## src/rtl/arsn_pkg.sv

```systemverilog
package arsn_pkg;

  // Which value a combining cell feeds into the scan.
  typedef enum logic [1:0] {
    INJ_OWN  = 2'd0,  // status record: its own occupancy
    INJ_ZERO = 2'd1,  // first request after a status record
    INJ_ONE  = 2'd2   // request following a request
  } inj_kind_e;

  function automatic inj_kind_e inj_pick(input logic src_cur, input logic src_prev);
    if (!src_cur)      return INJ_OWN;
    else if (src_prev) return INJ_ONE;
    else               return INJ_ZERO;
  endfunction

endpackage

```

## src/rtl/arsn_seed.sv

```systemverilog
module arsn_seed #(
  parameter int ENT = 8,
  parameter int AW  = 2,
  parameter int CW  = 3
) (
  input  logic [ENT-1:0]    act,
  input  logic [ENT*AW-1:0] addr,
  input  logic [ENT-1:0]    src,
  input  logic [ENT*CW-1:0] cnt,
  output logic [ENT*CW-1:0] seed,
  output logic [ENT-1:0]    head
);
  import arsn_pkg::*;

  // The last entry is never anyone's predecessor.
  logic unused_last_act;
  assign unused_last_act = act[ENT-1];

  for (genvar e = 0; e < ENT; e++) begin : g_cell
    if (e == 0) begin : g_top
      assign seed[CW-1:0] = cnt[CW-1:0];
      assign head[0]      = 1'b1;
    end else begin : g_mid
      logic      same_grp;
      inj_kind_e kind;
      assign same_grp = (addr[e*AW +: AW] == addr[(e-1)*AW +: AW]) && act[e-1];
      assign head[e]  = !same_grp;
      assign kind     = inj_pick(src[e], src[e-1]);
      assign seed[e*CW +: CW] = (kind == INJ_OWN) ? cnt[e*CW +: CW] :
                                (kind == INJ_ONE) ? CW'(1) : '0;
    end
  end

endmodule

```

## src/rtl/arsn_stage.sv

```systemverilog
module arsn_stage #(
  parameter int ENT  = 8,
  parameter int CW   = 3,
  parameter int SW   = 8,
  parameter int DIST = 1
) (
  input  logic              clk,
  input  logic              rst,
  input  logic              v_i,
  input  logic [ENT*CW-1:0] sum_i,
  input  logic [ENT-1:0]    head_i,
  input  logic [SW-1:0]     side_i,
  output logic              v_o,
  output logic [ENT*CW-1:0] sum_o,
  output logic [ENT-1:0]    head_o,
  output logic [SW-1:0]     side_o
);
  localparam logic [CW-1:0] SAT = {CW{1'b1}};

  logic [ENT*CW-1:0] sum_n;
  logic [ENT-1:0]    head_n;

  for (genvar e = 0; e < ENT; e++) begin : g_comb
    if (e >= DIST) begin : g_join
      logic [CW:0] tot;
      assign tot = {1'b0, sum_i[e*CW +: CW]} + {1'b0, sum_i[(e-DIST)*CW +: CW]};
      assign sum_n[e*CW +: CW] = head_i[e] ? sum_i[e*CW +: CW] :
                                 (tot[CW] ? SAT : tot[CW-1:0]);
      assign head_n[e] = head_i[e] | head_i[e-DIST];
    end else begin : g_pass
      assign sum_n[e*CW +: CW] = sum_i[e*CW +: CW];
      assign head_n[e]         = head_i[e];
    end
  end

  always_ff @(posedge clk) begin
    if (rst) v_o <= 1'b0;
    else     v_o <= v_i;
    sum_o  <= sum_n;
    head_o <= head_n;
    side_o <= side_i;
  end

endmodule

```

## src/rtl/arsn_alloc_net.sv

```systemverilog
module arsn_alloc_net #(
  parameter int N_OUT   = 4,
  parameter int K_SPEED = 4,
  parameter int TAG_W   = 3,
  localparam int ENT    = 2 * N_OUT,
  localparam int AW     = $clog2(N_OUT),
  localparam int CW     = $clog2(K_SPEED) + 1
) (
  input  logic                 clk,
  input  logic                 rst,
  input  logic                 in_valid,
  input  logic [ENT-1:0]       in_act,
  input  logic [ENT*AW-1:0]    in_addr,
  input  logic [ENT-1:0]       in_src,
  input  logic [ENT*CW-1:0]    in_cnt,
  input  logic [ENT*TAG_W-1:0] in_tag,
  output logic                 out_valid,
  output logic [ENT-1:0]       out_src,
  output logic [ENT*CW-1:0]    out_sum,
  output logic [ENT*TAG_W-1:0] out_tag
);
  localparam int LOG = $clog2(ENT);
  localparam int SW  = ENT * (1 + TAG_W);

  logic              p_v    [LOG+1];
  logic [ENT*CW-1:0] p_sum  [LOG+1];
  logic [ENT-1:0]    p_head [LOG+1];
  logic [SW-1:0]     p_side [LOG+1];

  arsn_seed #(.ENT(ENT), .AW(AW), .CW(CW)) u_seed (
    .act  (in_act),
    .addr (in_addr),
    .src  (in_src),
    .cnt  (in_cnt),
    .seed (p_sum[0]),
    .head (p_head[0])
  );

  assign p_v[0]    = in_valid;
  assign p_side[0] = {in_src, in_tag};

  for (genvar s = 0; s < LOG; s++) begin : g_stage
    arsn_stage #(.ENT(ENT), .CW(CW), .SW(SW), .DIST(1 << s)) u_stg (
      .clk    (clk),
      .rst    (rst),
      .v_i    (p_v[s]),
      .sum_i  (p_sum[s]),
      .head_i (p_head[s]),
      .side_i (p_side[s]),
      .v_o    (p_v[s+1]),
      .sum_o  (p_sum[s+1]),
      .head_o (p_head[s+1]),
      .side_o (p_side[s+1])
    );
  end

  // Final heads are all set by construction; they are not an output.
  logic [ENT-1:0] unused_heads;
  assign unused_heads = p_head[LOG];

  assign out_valid = p_v[LOG];
  assign out_sum   = p_sum[LOG];
  assign {out_src, out_tag} = p_side[LOG];

endmodule

```

## config.mk

```make
export PLATFORM = sky130hd
export DESIGN_NAME = arsn_alloc_net
export DESIGN_NICKNAME = d
export VERILOG_FILES = /design/src/rtl/arsn_pkg.sv /design/src/rtl/arsn_seed.sv /design/src/rtl/arsn_stage.sv /design/src/rtl/arsn_alloc_net.sv
export SDC_FILE = /design/constraint.sdc
export NUM_CORES = 1
export LEC_CHECK = 0
export BUFFER_PORTS_ARGS = -buffer_cell sky130_fd_sc_hd__buf_4
export CAP_MARGIN = 20
export CORE_AREA = 2 2 108 131
export CTS_CLUSTER_DIAMETER = 100
export DETAILED_ROUTE_END_ITERATION = 8
export DIE_AREA = 0 0 110 133
export PLACE_DENSITY = 0.85
export SLEW_MARGIN = 20
export SYNTH_ARGS = -nofsm -noshare
export SYNTH_HDL_FRONTEND = slang
export SYNTH_SLANG_ARGS = --single-unit
```

## constraint.sdc

```tcl
create_clock -name clk -period 1.7 [get_ports clk]
set_clock_uncertainty 0.05 [all_clocks]
set_input_delay 0.085 -clock clk [delete_from_list [all_inputs] [get_ports clk]]
set_output_delay 0.085 -clock clk [all_outputs]
set_load 0.05 [all_outputs]
```

# Word level (Yosys, flattened, before mapping)
# Index checks and enable logic that the tools add are counted.
# W data, S select, Z words.
[op_classes]
bitwise_logic = 10
n_eq_ne = 14
n_reduce_logical = 21
n_addsub = 17
muxes = 62
[ops]
columns = ["op", "count"]
rows = [
  ["$mux W3", 41],
  ["$add A3 B3 Y4", 17],
  ["$mux W2", 14],
  ["$eq A2 B2 Y1", 7],
  ["$eq A2 B2 Y1 const B", 7],
  ["$logic_not A2 Y1", 7],
  ["$or A1 B1 Y1", 10],
  ["$logic_and A1 B1 Y1", 7],
  ["$logic_not A1 Y1", 7],
  ["$mux W1", 7],
]
[totals]
word_cells = 135
in_bits = 83
reg_bits = 181
out_inout_bits = 57

# Logic depth before layout (Yosys ltp)
# Gate-level depths: netlist (run 1).
[depth]
ltp_word = 8
mapped_depth = 8
mapped_depth_nobuf = 8

# By module
# A second synthesis (run 1) with hierarchy kept.
[hier_totals]
cells_unflattened = 553
hier_area_um2 = 6902.9
[modules_own_cells]
columns = ["mod", "area_each_um2", "seq_area_each_um2", "cells_each", "n_inst"]
rows = [
  ["arsn_stage at g_stage[0].u_stg", 2361.0, 1301.2, 190, 1],
  ["arsn_stage at g_stage[1].u_stg", 2210.9, 1301.2, 174, 1],
  ["arsn_stage at g_stage[2].u_stg", 1916.8, 1301.2, 142, 1],
  ["arsn_seed", 414.1, 0.0, 47, 1],
]

# Worst setup path before layout (run 1)
# Ideal clock, no wire load.
[synth_path]
kind = "input-to-reg"
start = "in in_src[1]"
end = "reg g_stage[0].u_stg.sum_o[8]"
t_required_ps = 1523
setup_time_ps = 127
arrival_ps = 1459
path_buffers = 0
path_stages = 6
setup_slack_ps = 64
path_cell_list = "mux2_2 -> ha_1 -> ha_1 -> or4_1 -> o21ai_0 -> nor3_1"
[synth_via]
elab_chain_cells = 8
word_cells_on_any_way = 14
cone_classes = "add/sub (1); eq/ne (2); mux (9); reduce/logical (2)"
[synth_rtl]
columns = ["item", "line", "rtl"]
rows = [
  ["start, declared", "arsn_alloc_net.sv:14", "input logic [ENT-1:0] in_src,"],
  ["$mux W2", "arsn_pkg.sv:12", "else if (src_prev) return INJ_ONE;"],
  ["$mux W2", "arsn_pkg.sv:11", "if (!src_cur) return INJ_OWN;"],
  ["$eq A2 B2 Y1", "arsn_seed.sv:30", "(kind == INJ_ONE) ? CW'(1) : '0;"],
  ["$mux W1", "arsn_seed.sv:30", ""],
  ["$mux W3", "arsn_seed.sv:29", "assign seed[e*CW +: CW] = (kind == INJ_OWN) ? cnt[e*CW +: CW] :"],
  ["$add A3 B3 Y4", "arsn_stage.sv:26", "assign tot = {1'b0, sum_i[e*CW +: CW]} + {1'b0, sum_i[(e-DIST)*CW +: CW]};"],
  ["$mux W3", "arsn_stage.sv:28", "(tot[CW] ? SAT : tot[CW-1:0]);"],
  ["$mux W3 (*)", "arsn_stage.sv:27", "assign sum_n[e*CW +: CW] = head_i[e] ? sum_i[e*CW +: CW] :"],
  ["via g_stage[0].u_stg.sum_n[8]", "arsn_stage.sv:20", "logic [ENT*CW-1:0] sum_n;"],
  ["end signal, assigned", "arsn_stage.sv:39", "sum_o <= sum_n;"],
  ["end, declared", "arsn_stage.sv:14", "output logic [ENT*CW-1:0] sum_o,"],
]
# Mark *: on every way through the listed nets, which the timed path passes. The rest lies on a longest branch.
# A chain may end at the register's enable or synchronous reset.

# Final worst setup path (run 1)
[layout_path]
start = "reg g_stage[0].u_stg.sum_o[10]"
end = "reg g_stage[1].u_stg.sum_o[11]"
[layout_via]
elab_chain_cells = 3
[layout_rtl]
columns = ["item", "line"]
rows = [
  ["$add A3 B3 Y4", "arsn_stage.sv:26"],
  ["$mux W3", "arsn_stage.sv:28"],
  ["$mux W3", "arsn_stage.sv:27"],
  ["via g_stage[1].u_stg.sum_n[11]", "arsn_stage.sv:20"],
  ["end signal, assigned", "arsn_stage.sv:39"],
  ["end, declared", "arsn_stage.sv:14"],
]
# The timed path passes the listed nets, and every way through them passes these cells.

==> flow_metrics.tcl, run 1 <==
set metrics [dict create \
    status "completed" \
    synth_area_per_cell_um2 12.0 \
    power_density_nw_per_um2 1180 \
    fin_crit_sh_pct 93.3 \
    critPathBufInv 0 \
    yosys-mux-area-fraction_pct 1.41 \
    synth-xor-area-share_pct 4.30 \
    routed_wl_mm 13.3 \
    cts_max_level 4 \
    gp_congestion 0.818 \
    syn_inst 526 \
    place_area_um2 7660 \
    crit_path_cell_trace "ha_1, a21o_1, a211oi_1, a21oi_1" \
    yosysUniqueCellTypes 42 \
    finalWorstSetupSlack_ns 0.114 \
    slowest_delay_ns 0.41 \
    viasPerCell 4.81 \
    synth_nets 667 \
    final_core_util_pct 64.9 \
    track_usage_pct 19.4 \
    drc 0 \
    preCtsSetupSlack_ns -0.181 \
    hold_viol_final 0 \
    worst_hold_path_type "in2reg" \
    design_area_um2 8750 \
    synthSimpleGateAreaFrac_pct 8.74 \
    dieArea_um2 14600 \
    criticalPathCategory "reg2reg" \
    ys_ff_latch 181 \
    initial_core_util_pct 46.9 \
    rsz0062_at_grt "no" \
    synth_adder_area_share_pct 14.7 \
    fmax_mhz 631 \
    crit_path_end_kind "flip-flop" \
    wire_per_inst_um 14.3 \
    rows 47 \
    die_w_um 110 \
    placed_cells 849 \
    synth_top_family_by_area "adder cells" \
    grt_pass1_wl_mm 21.7 \
    seq_area_frac_synth_pct 57.4 \
    core_um2 13500 \
    holdWs_ns 0.0141 \
    setup_viol 0 \
    drt_first_iter_violations 199 \
    clk_latency_ns 0.42 \
    cts.sinks 181 \
    path_max_fanout 3 \
    critPathLaunchType "flip-flop" \
    post-route-min-period_ns 1.59 \
    io_buffers 138 \
    ant_nets 0 \
    diodes 0 \
    drt_first_pass_iters 7 \
    finalPower_mw 10.3 \
    max-slew-margin-rel_pct 70.5 \
    area_delta_synth_final_pct 38.6 \
    drive_above_1_share_pct 28.9 \
    setup-tns-final_ns 0 \
    grt_pass1_vias 4781 \
    grt_max_degree 17 \
    overflow 0 \
    cts_tree "yes" \
    drv_cap 0 \
    cts_root_buf "clkbuf_16" \
    num-nets-final 885 \
    antenna_found_initial 0 \
    crit_family "compound AO/OA/AOI/OAI gates" \
    layout_common_cells "181 x dfxtp_1, 154 x buf_4, 50 x inv_1" \
    slew_viol_final 0 \
    cts.clk_slew.worst_paths_ns 0.06 \
    num_vias 4467 \
    cp.required_ns 1.93 \
    synth-compound-area-share_pct 10.1 \
    final_common_cell "dfxtp_1" \
    worst_pin_slew_ns 0.439 \
    ir_drop_mv 0.880 \
    worst_path_max_delay_cell "dfxtp_1" \
    die_y_um 133 \
    crit_arrival_ns 1.81 \
    cts_buffers 17 \
    fin_cells 928 \
    yosysWarnings 0 \
    post_cts_buffers 0 \
    io_pins 140 \
    cts_buffer_depth 2 \
    hpwl_mm 9.58 \
    leakage_nw 4.05 \
    syn_area_um2 6310 \
]
sequential cells by signal, summed over array words and instances (netlist names):
| register | cells |
|---|---|
| g_stage.u_stg.side_o | 96 |
| g_stage.u_stg.sum_o | 72 |
| g_stage.u_stg.head_o | 10 |
| g_stage.u_stg.v_o | 3 |
cells in the mapped netlist:
cell,count,area [µm²]
dfxtp_1,181,3620
inv_1,50,188
ha_1,46,576
a21oi_1,31,155
nor2b_1,29,181
xnor2_1,17,149
a22oi_1,14,105
xor2_1,14,123
nor2_1,13,48.8
a211oi_1,12,90.1
a21o_1,12,90.1
fa_1,12,240
nand2b_1,12,75.1
maj3_2,8,90.1
nand3_1,8,40.0
or2_2,8,50.1
a31oi_1,7,43.8
mux2_2,7,78.8
nand2_1,6,22.5
a22oi_2,4,50.1
nor3_1,4,20.0
o21ai_0,4,20.0
a32oi_1,2,17.5
and3_1,2,12.5
buf_6,2,22.5
maj3_1,2,20.0
nand2b_4,2,27.5
o31ai_1,2,15.0
or3_1,2,12.5
a21oi_2,1,8.76
a221oi_1,1,8.76
a2bb2oi_2,1,15.0
and2b_1,1,7.51
and4b_1,1,10.0
and4bb_2,1,12.5
mux2i_1,1,10.0
nand3b_1,1,7.51
nor3b_1,1,7.51
nor4b_1,1,8.76
o2111a_1,1,11.3
o21bai_1,1,7.51
or4_1,1,7.51
layout make-up:
| cell class | instances | area, µm² |
|---|---|---|
| inverter | 50 | 188 |
| tap | 171 | 214 |
| multi-input combinational | 293 | 2490 |
| fill | 1010 | 4720 |
| clock inverter | 9 | 118 |
| sequential | 181 | 3620 |
| clock buffer | 23 | 488 |
| timing repair buffer | 201 | 1630 |
logic make-up (layout without fill, tap and decap cells):
kind of cell    after synthesis  after routing
xor+xnor                     31             31
compound gates               93             93
mux                           8              8
fa+ha+maj                    68             68
buf+inv                      52            283
flops                       181            181
simple gates                 93             93
report_power, final:
part / switching [mW] / leakage, nW / internal, mW / total, mW
registers: 0.143 / 1.52 / 4.56 / 4.70
logic: 0.977 / 2.24 / 0.751 / 1.73
clock network: 1.54 / 0.286 / 2.33 / 3.88
per-layer routing:
layer | wire length, µm | share of wire, % | up-vias | global-route usage (%)
met5 | 0 | 0 | - | 0
met4 | 303 | 2.3 | 0 | 8.72
met3 | 775 | 5.8 | 25 | 4.98
met2 | 7090 | 53 | 141 | 35.9
met1 | 5100 | 38 | 2076 | 19.7
li1 | - | - | 2225 | -
tightest hold or removal path, delay by kind of cell:
family | cells | cell delay, ns
compound gates | 1 | 0.11
buf+inv | 1 | 0.11
simple gates | 1 | 0.14
final timing paths:
check                                      from                                  to  slack [ns]  cells past startpoint
min                                  in_cnt[20]  g_stage[0].u_stg.sum_o[20]$_DFF_P_        0.01                      3
min reg2reg  g_stage[1].u_stg.side_o[0]$_DFF_P_  g_stage[2].u_stg.side_o[0]$_DFF_P_        0.27                      0
max reg2reg  g_stage[0].u_stg.sum_o[10]$_DFF_P_  g_stage[1].u_stg.sum_o[11]$_DFF_P_        0.11                      4
max          g_stage[0].u_stg.sum_o[10]$_DFF_P_  g_stage[1].u_stg.sum_o[11]$_DFF_P_        0.11                      4
timing repair:
item / 4_1_cts / 5_1_grt
endpoints found under the hold margin: 50 / 0
gates resized for setup: 0 / 3
endpoints found under the setup margin: 0 / 4
hold buffers: 47 / 0
Power figures use the tool's default switching activity.
==> run 2: changes to the inputs <==
ABC_CLOCK_PERIOD_IN_PS = 1700   (was default)
PLACE_DENSITY = 0.74   (was 0.85)
RECOVER_POWER = 50   (was default)
==> flow_metrics.tcl, run 2 (synthesis results as in run 1) <==
set metrics [dict create \
    power_density_nw_per_um2 1190 \
    ir_drop_mv 0.757 \
    placed_cells 849 \
    fmax_mhz 629 \
    diodes 0 \
    leakage_nw 4.00 \
    p_clk_share_pct 38.4 \
    cts_tree "yes" \
    cts_buffers 17 \
    grt_max_degree 19 \
    core_um2 13500 \
    met2_length_mm 6.70 \
    worst_hold_path_type "in2reg" \
    fin_crit_sh_pct 93.5 \
    cts.sinks 181 \
    post_cts_buffers 0 \
    largest_register_ffs 96 \
    combPwrFrac_pct 16.3 \
    grt_pass1_vias 4761 \
    critPathLaunchType "primary input" \
    fin_cells 924 \
    area_delta_synth_final_pct 37.5 \
    drt_first_iter_violations 194 \
    initial_core_util_pct 46.9 \
    drv_cap 0 \
    path_max_fanout 4 \
    hpwl_mm 9.33 \
    switching_share_pct 27.3 \
    cts.clk_slew.worst_paths_ns 0.07 \
    setup_viol 0 \
    ant_nets 0 \
    die_w_um 110 \
    final_core_util_pct 64.4 \
    track_usage_pct 18.2 \
    rows 47 \
    cts_root_buf "clkbuf_16" \
    crit_path_end_kind "flip-flop" \
    dieArea_um2 14600 \
    io_buffers 138 \
    layout_common_cells "181 x dfxtp_1, 119 x buf_4, 50 x inv_1" \
    p_seq_share_pct 45.3 \
    clk_latency_ns 0.42 \
    crit_arrival_ns 1.83 \
    worst_pin_slew_ns 0.447 \
    final_common_cell "dfxtp_1" \
    hold_viol_final 0 \
    place_area_um2 7660 \
    overflow 0 \
    worst_path_max_delay_cell "dlygate4sd3_1" \
    routed_wl_mm 12.8 \
    io_pins 140 \
    num_vias 4459 \
    slew_viol_final 0 \
    crit_path_cell_trace "buf_4, dlygate4sd3_1, clkbuf_1, nor2b_2, maj3_1, a211oi_1, a21oi_1" \
    max-slew-margin-rel_pct 70.0 \
    top_regs "g_stage.u_stg.side_o: 96 flops, g_stage.u_stg.sum_o: 72 flops, g_stage.u_stg.head_o: 10 flops" \
    setup-tns-final_ns 0 \
    antenna_found_initial 0 \
    slowest_delay_ns 0.54 \
    cts_max_level 4 \
    wl_met1_mm 5.13 \
    drc 0 \
    drive_above_1_share_pct 27.9 \
    highest_layer "met4" \
    rsz0062_at_grt "no" \
    num-nets-final 881 \
    post-route-min-period_ns 1.59 \
    p_switching_mw 2.83 \
    p_int_mw 7.53 \
    status "completed" \
    wire_per_inst_um 13.8 \
    largest-register "g_stage.u_stg.side_o" \
    die_y_um 133 \
    gp_congestion 0.856 \
    grt_pass1_wl_mm 21.0 \
    viasPerCell 4.83 \
    design_area_um2 8680 \
    route.met3.wl_um 668 \
    drt_first_pass_iters 4 \
    cp.required_ns 1.94 \
    criticalPathCategory "in2reg" \
    cts_buffer_depth 2 \
]
==> run 2: changes by cell type in the layout (fill, tap and decap cells not counted), moves of 4 or more <==
cell / previous run / this run
clkbuf_1: 2 / 9
clkbuf_4: 0 / 27
clkbuf_8: 4 / 0
dlygate4sd3_1: 47 / 43
inv_8: 0 / 5
buf_4: 154 / 119
==> run 2: final cells by class <==
class	count	area, µm²
clock buffer	18	429
clock inverter	14	189
fill	1034	4790
inverter	50	188
multi-input combinational	293	2480
sequential	181	3620
tap	171	214
timing repair buffer	197	1560
==> run 2: what timing repair did <==
action | in CTS | in global routing
hold endpoints to repair | 48 | 0
gates resized for setup | 0 | 1
hold buffers | 43 | 0
setup endpoints to repair | 0 | 1
==> run 2: power by group through the flow <==
stage | registers [mW] | clock network (mW) | logic, mW
6_report | 4.70 | 3.98 | 1.69
5_1_grt | 4.73 | 4.25 | 1.85
4_1_cts | 4.70 | 4.06 | 1.71
3_5_place_dp | 4.80 | 0 | 1.61
3_3_place_gp | 4.79 | 0 | 1.54
2_1_floorplan | 5.12 | 0 | 0.692
==> run 2: path summary, 6_finish.rpt <==
check / depth (start not counted) / slack, ns / endpoint / from
setup reg to reg: 4 / 0.11 / g_stage[1].u_stg.sum_o[11]$_DFF_P_ / g_stage[0].u_stg.sum_o[10]$_DFF_P_
hold reg to reg: 0 / 0.28 / g_stage[1].u_stg.side_o[24]$_DFF_P_ / g_stage[0].u_stg.side_o[24]$_DFF_P_
setup / recovery: 7 / 0.11 / g_stage[0].u_stg.sum_o[23]$_DFF_P_ / in_src[7]
hold / removal: 3 / 0.02 / g_stage[0].u_stg.sum_o[20]$_DFF_P_ / in_cnt[20]
==> run 2: per-layer routing <==
metal | global-route usage [%] | vias up
li1 | - | 2220
met1 | 20.0 | 2073
met2 | 33.3 | 141
met3 | 3.99 | 25
met4 | 7.24 | 0
met5 | 0 | -
==> run 2: critical path, delay by kind of cell <==
kind | cells | cell delay, ns
AOI/OAI and AO/OA | 2 | 0.52
adders and majority gates | 1 | 0.36
buffers and inverters | 3 | 0.79
and+or+nand+nor | 1 | 0.09
==> run 2: metrics by stage <==
| step | hold slack, ns | worst slack, ns | total power [mW] |
|---|---|---|---|
| after detailed placement | 0.140 | -0.132 | 6.41 |
| after floorplan | 0.0627 | 0.0636 | 5.81 |
| after global routing | 0.0171 | 0.0383 | 10.8 |
| after CTS | 0.00105 | 0.0934 | 10.5 |
| final | 0.0153 | 0.111 | 10.4 |
| after global placement | 0.140 | -0.0729 | 6.33 |
==> run 3: changes to the inputs <==
CORE_AREA = 2 2 118 120   (was 2 2 108 131)
CTS_CLUSTER_SIZE = 12   (was default)
DIE_AREA = 0 0 120 122   (was 0 0 110 133)
REMOVE_ABC_BUFFERS = 1   (was default)
==> flow_metrics.tcl, run 3 (synthesis results as in run 1) <==
set metrics [dict create \
    fin_cells 937 \
    diodes 0 \
    final_common_cell "dfxtp_1" \
    cts_buffers 17 \
    cts.sinks 181 \
    grt_pass1_vias 4586 \
    worst_pin_slew_ns 0.427 \
    crit_path_end_kind "flip-flop" \
    largest_register_ffs 96 \
    core_um2 13500 \
    critPathLaunchType "primary input" \
    place_area_um2 7680 \
    holdWs_ns 0.0230 \
    ant_nets 0 \
    placed_cells 859 \
    num-nets-final 885 \
    cts_buffer_depth 2 \
    cts_root_buf "clkbuf_16" \
    cts_tree "yes" \
    path_max_fanout 3 \
    cts.clk_slew.worst_paths_ns 0.06 \
    antenna_found_initial 0 \
    io_buffers 138 \
    grt_pass1_wl_mm 20.9 \
    clk_latency_ns 0.42 \
    num_vias 4420 \
    top_regs "g_stage.u_stg.side_o: 96 flops, g_stage.u_stg.sum_o: 72 flops, g_stage.u_stg.head_o: 10 flops" \
    rows 43 \
    finalPower_mw 10.1 \
    status "completed" \
    dieArea_um2 14600 \
    viasPerCell 4.72 \
    rsz0062_at_grt "no" \
    finalWorstSetupSlack_ns 0.117 \
    routed_wl_mm 12.5 \
    power_density_nw_per_um2 1170 \
    fmax_mhz 632 \
    grt_max_degree 20 \
    drv_cap 0 \
    final_core_util_pct 64.3 \
    ir_drop_mv 0.687 \
    wire_per_inst_um 13.4 \
    worst_hold_path_type "in2reg" \
    initial_core_util_pct 46.7 \
    layout_common_cells "181 x dfxtp_1, 119 x buf_4, 50 x inv_1" \
    max-slew-margin-rel_pct 71.4 \
    die_w_um 120 \
    drt_first_iter_violations 161 \
    cts_max_level 4 \
    slew_viol_final 0 \
    overflow 0 \
    design_area_um2 8680 \
    fillCellCount 1063 \
    drt_first_pass_iters 4 \
    area_delta_synth_final_pct 37.6 \
    hold_viol_final 0 \
    leakage_nw 4.01 \
    criticalPathCategory "in2reg" \
    crit_arrival_ns 1.80 \
    die_y_um 122 \
    fin_crit_sh_pct 93.1 \
    hpwl_mm 9.33 \
    setup_viol 0 \
    io_pins 140 \
    preCtsSetupSlack_ns -0.131 \
    gp_congestion 0.862 \
    drive_above_1_share_pct 27.5 \
    cp.required_ns 1.91 \
    largest-register "g_stage.u_stg.side_o" \
    setup-tns-final_ns 0 \
    drc 0 \
    post-route-min-period_ns 1.58 \
    track_usage_pct 18.0 \
]
[run 3: cell types whose count changed in the layout (fill, tap and decap cells not counted), sizes merged]
cell and delta:
clkbuf +1, clkinv +4, bufinv -2, clkinvlp -3, dlygate4sd3 +3, inv +1
[run 3: layout make-up]
type                    instances  area [µm²]  share of cell area [%]
clock buffers                  18         429                    4.94
well taps                     180         225                    2.59
clock inverters                14         155                    1.79
multi-input cells             293        2480                    28.5
flip-flops and latches        181        3620                    41.7
inverters                      50         188                    2.16
repair buffers                201        1580                    18.2
[run 3: report_power, final]
group,internal [mW],total [mW],switching [mW]
Clock,1.97,3.73,1.76
Sequential,4.56,4.70,0.142
Combinational,0.733,1.69,0.957
[run 3: critical path: stages]
cell and delay, ns:
dlygate4sd3_1 0.53, clkbuf_1 0.13, ha_1 0.30, a21o_1 0.17, a211oi_1 0.41, a22oi_1 0.17
[run 3: final timing paths]
path	startpoint	endpoint	slack, ns	cells past startpoint
min reg2reg	g_stage[1].u_stg.side_o[16]$_DFF_P_	g_stage[2].u_stg.side_o[16]$_DFF_P_	0.28	0
max	in_cnt[1]	g_stage[0].u_stg.sum_o[4]$_DFF_P_	0.12	6
max reg2reg	g_stage[0].u_stg.sum_o[10]$_DFF_P_	g_stage[1].u_stg.sum_o[16]$_DFF_P_	0.17	4
min	in_act[3]	g_stage[0].u_stg.head_o[4]$_DFF_P_	0.02	3
[run 3: timing repair]
| action | 4_1_cts | 5_1_grt |
|---|---|---|
| gates resized for setup | 0 | 1 |
| setup buffers | 0 | 0 |
| setup endpoints to repair | 0 | 1 |
| hold buffers | 46 | 0 |
| endpoints found under the hold margin | 50 | 0 |
[run 3: metal layers]
layer  GRT usage (%)  share of wire [%]  vias to the layer above
met1            20.5                 42                     2037
met3            4.45                5.3                       17
met4            7.28                1.5                        0
li1                -                  -                     2232
met5               0                  0                        -
met2            32.4                 51                      134
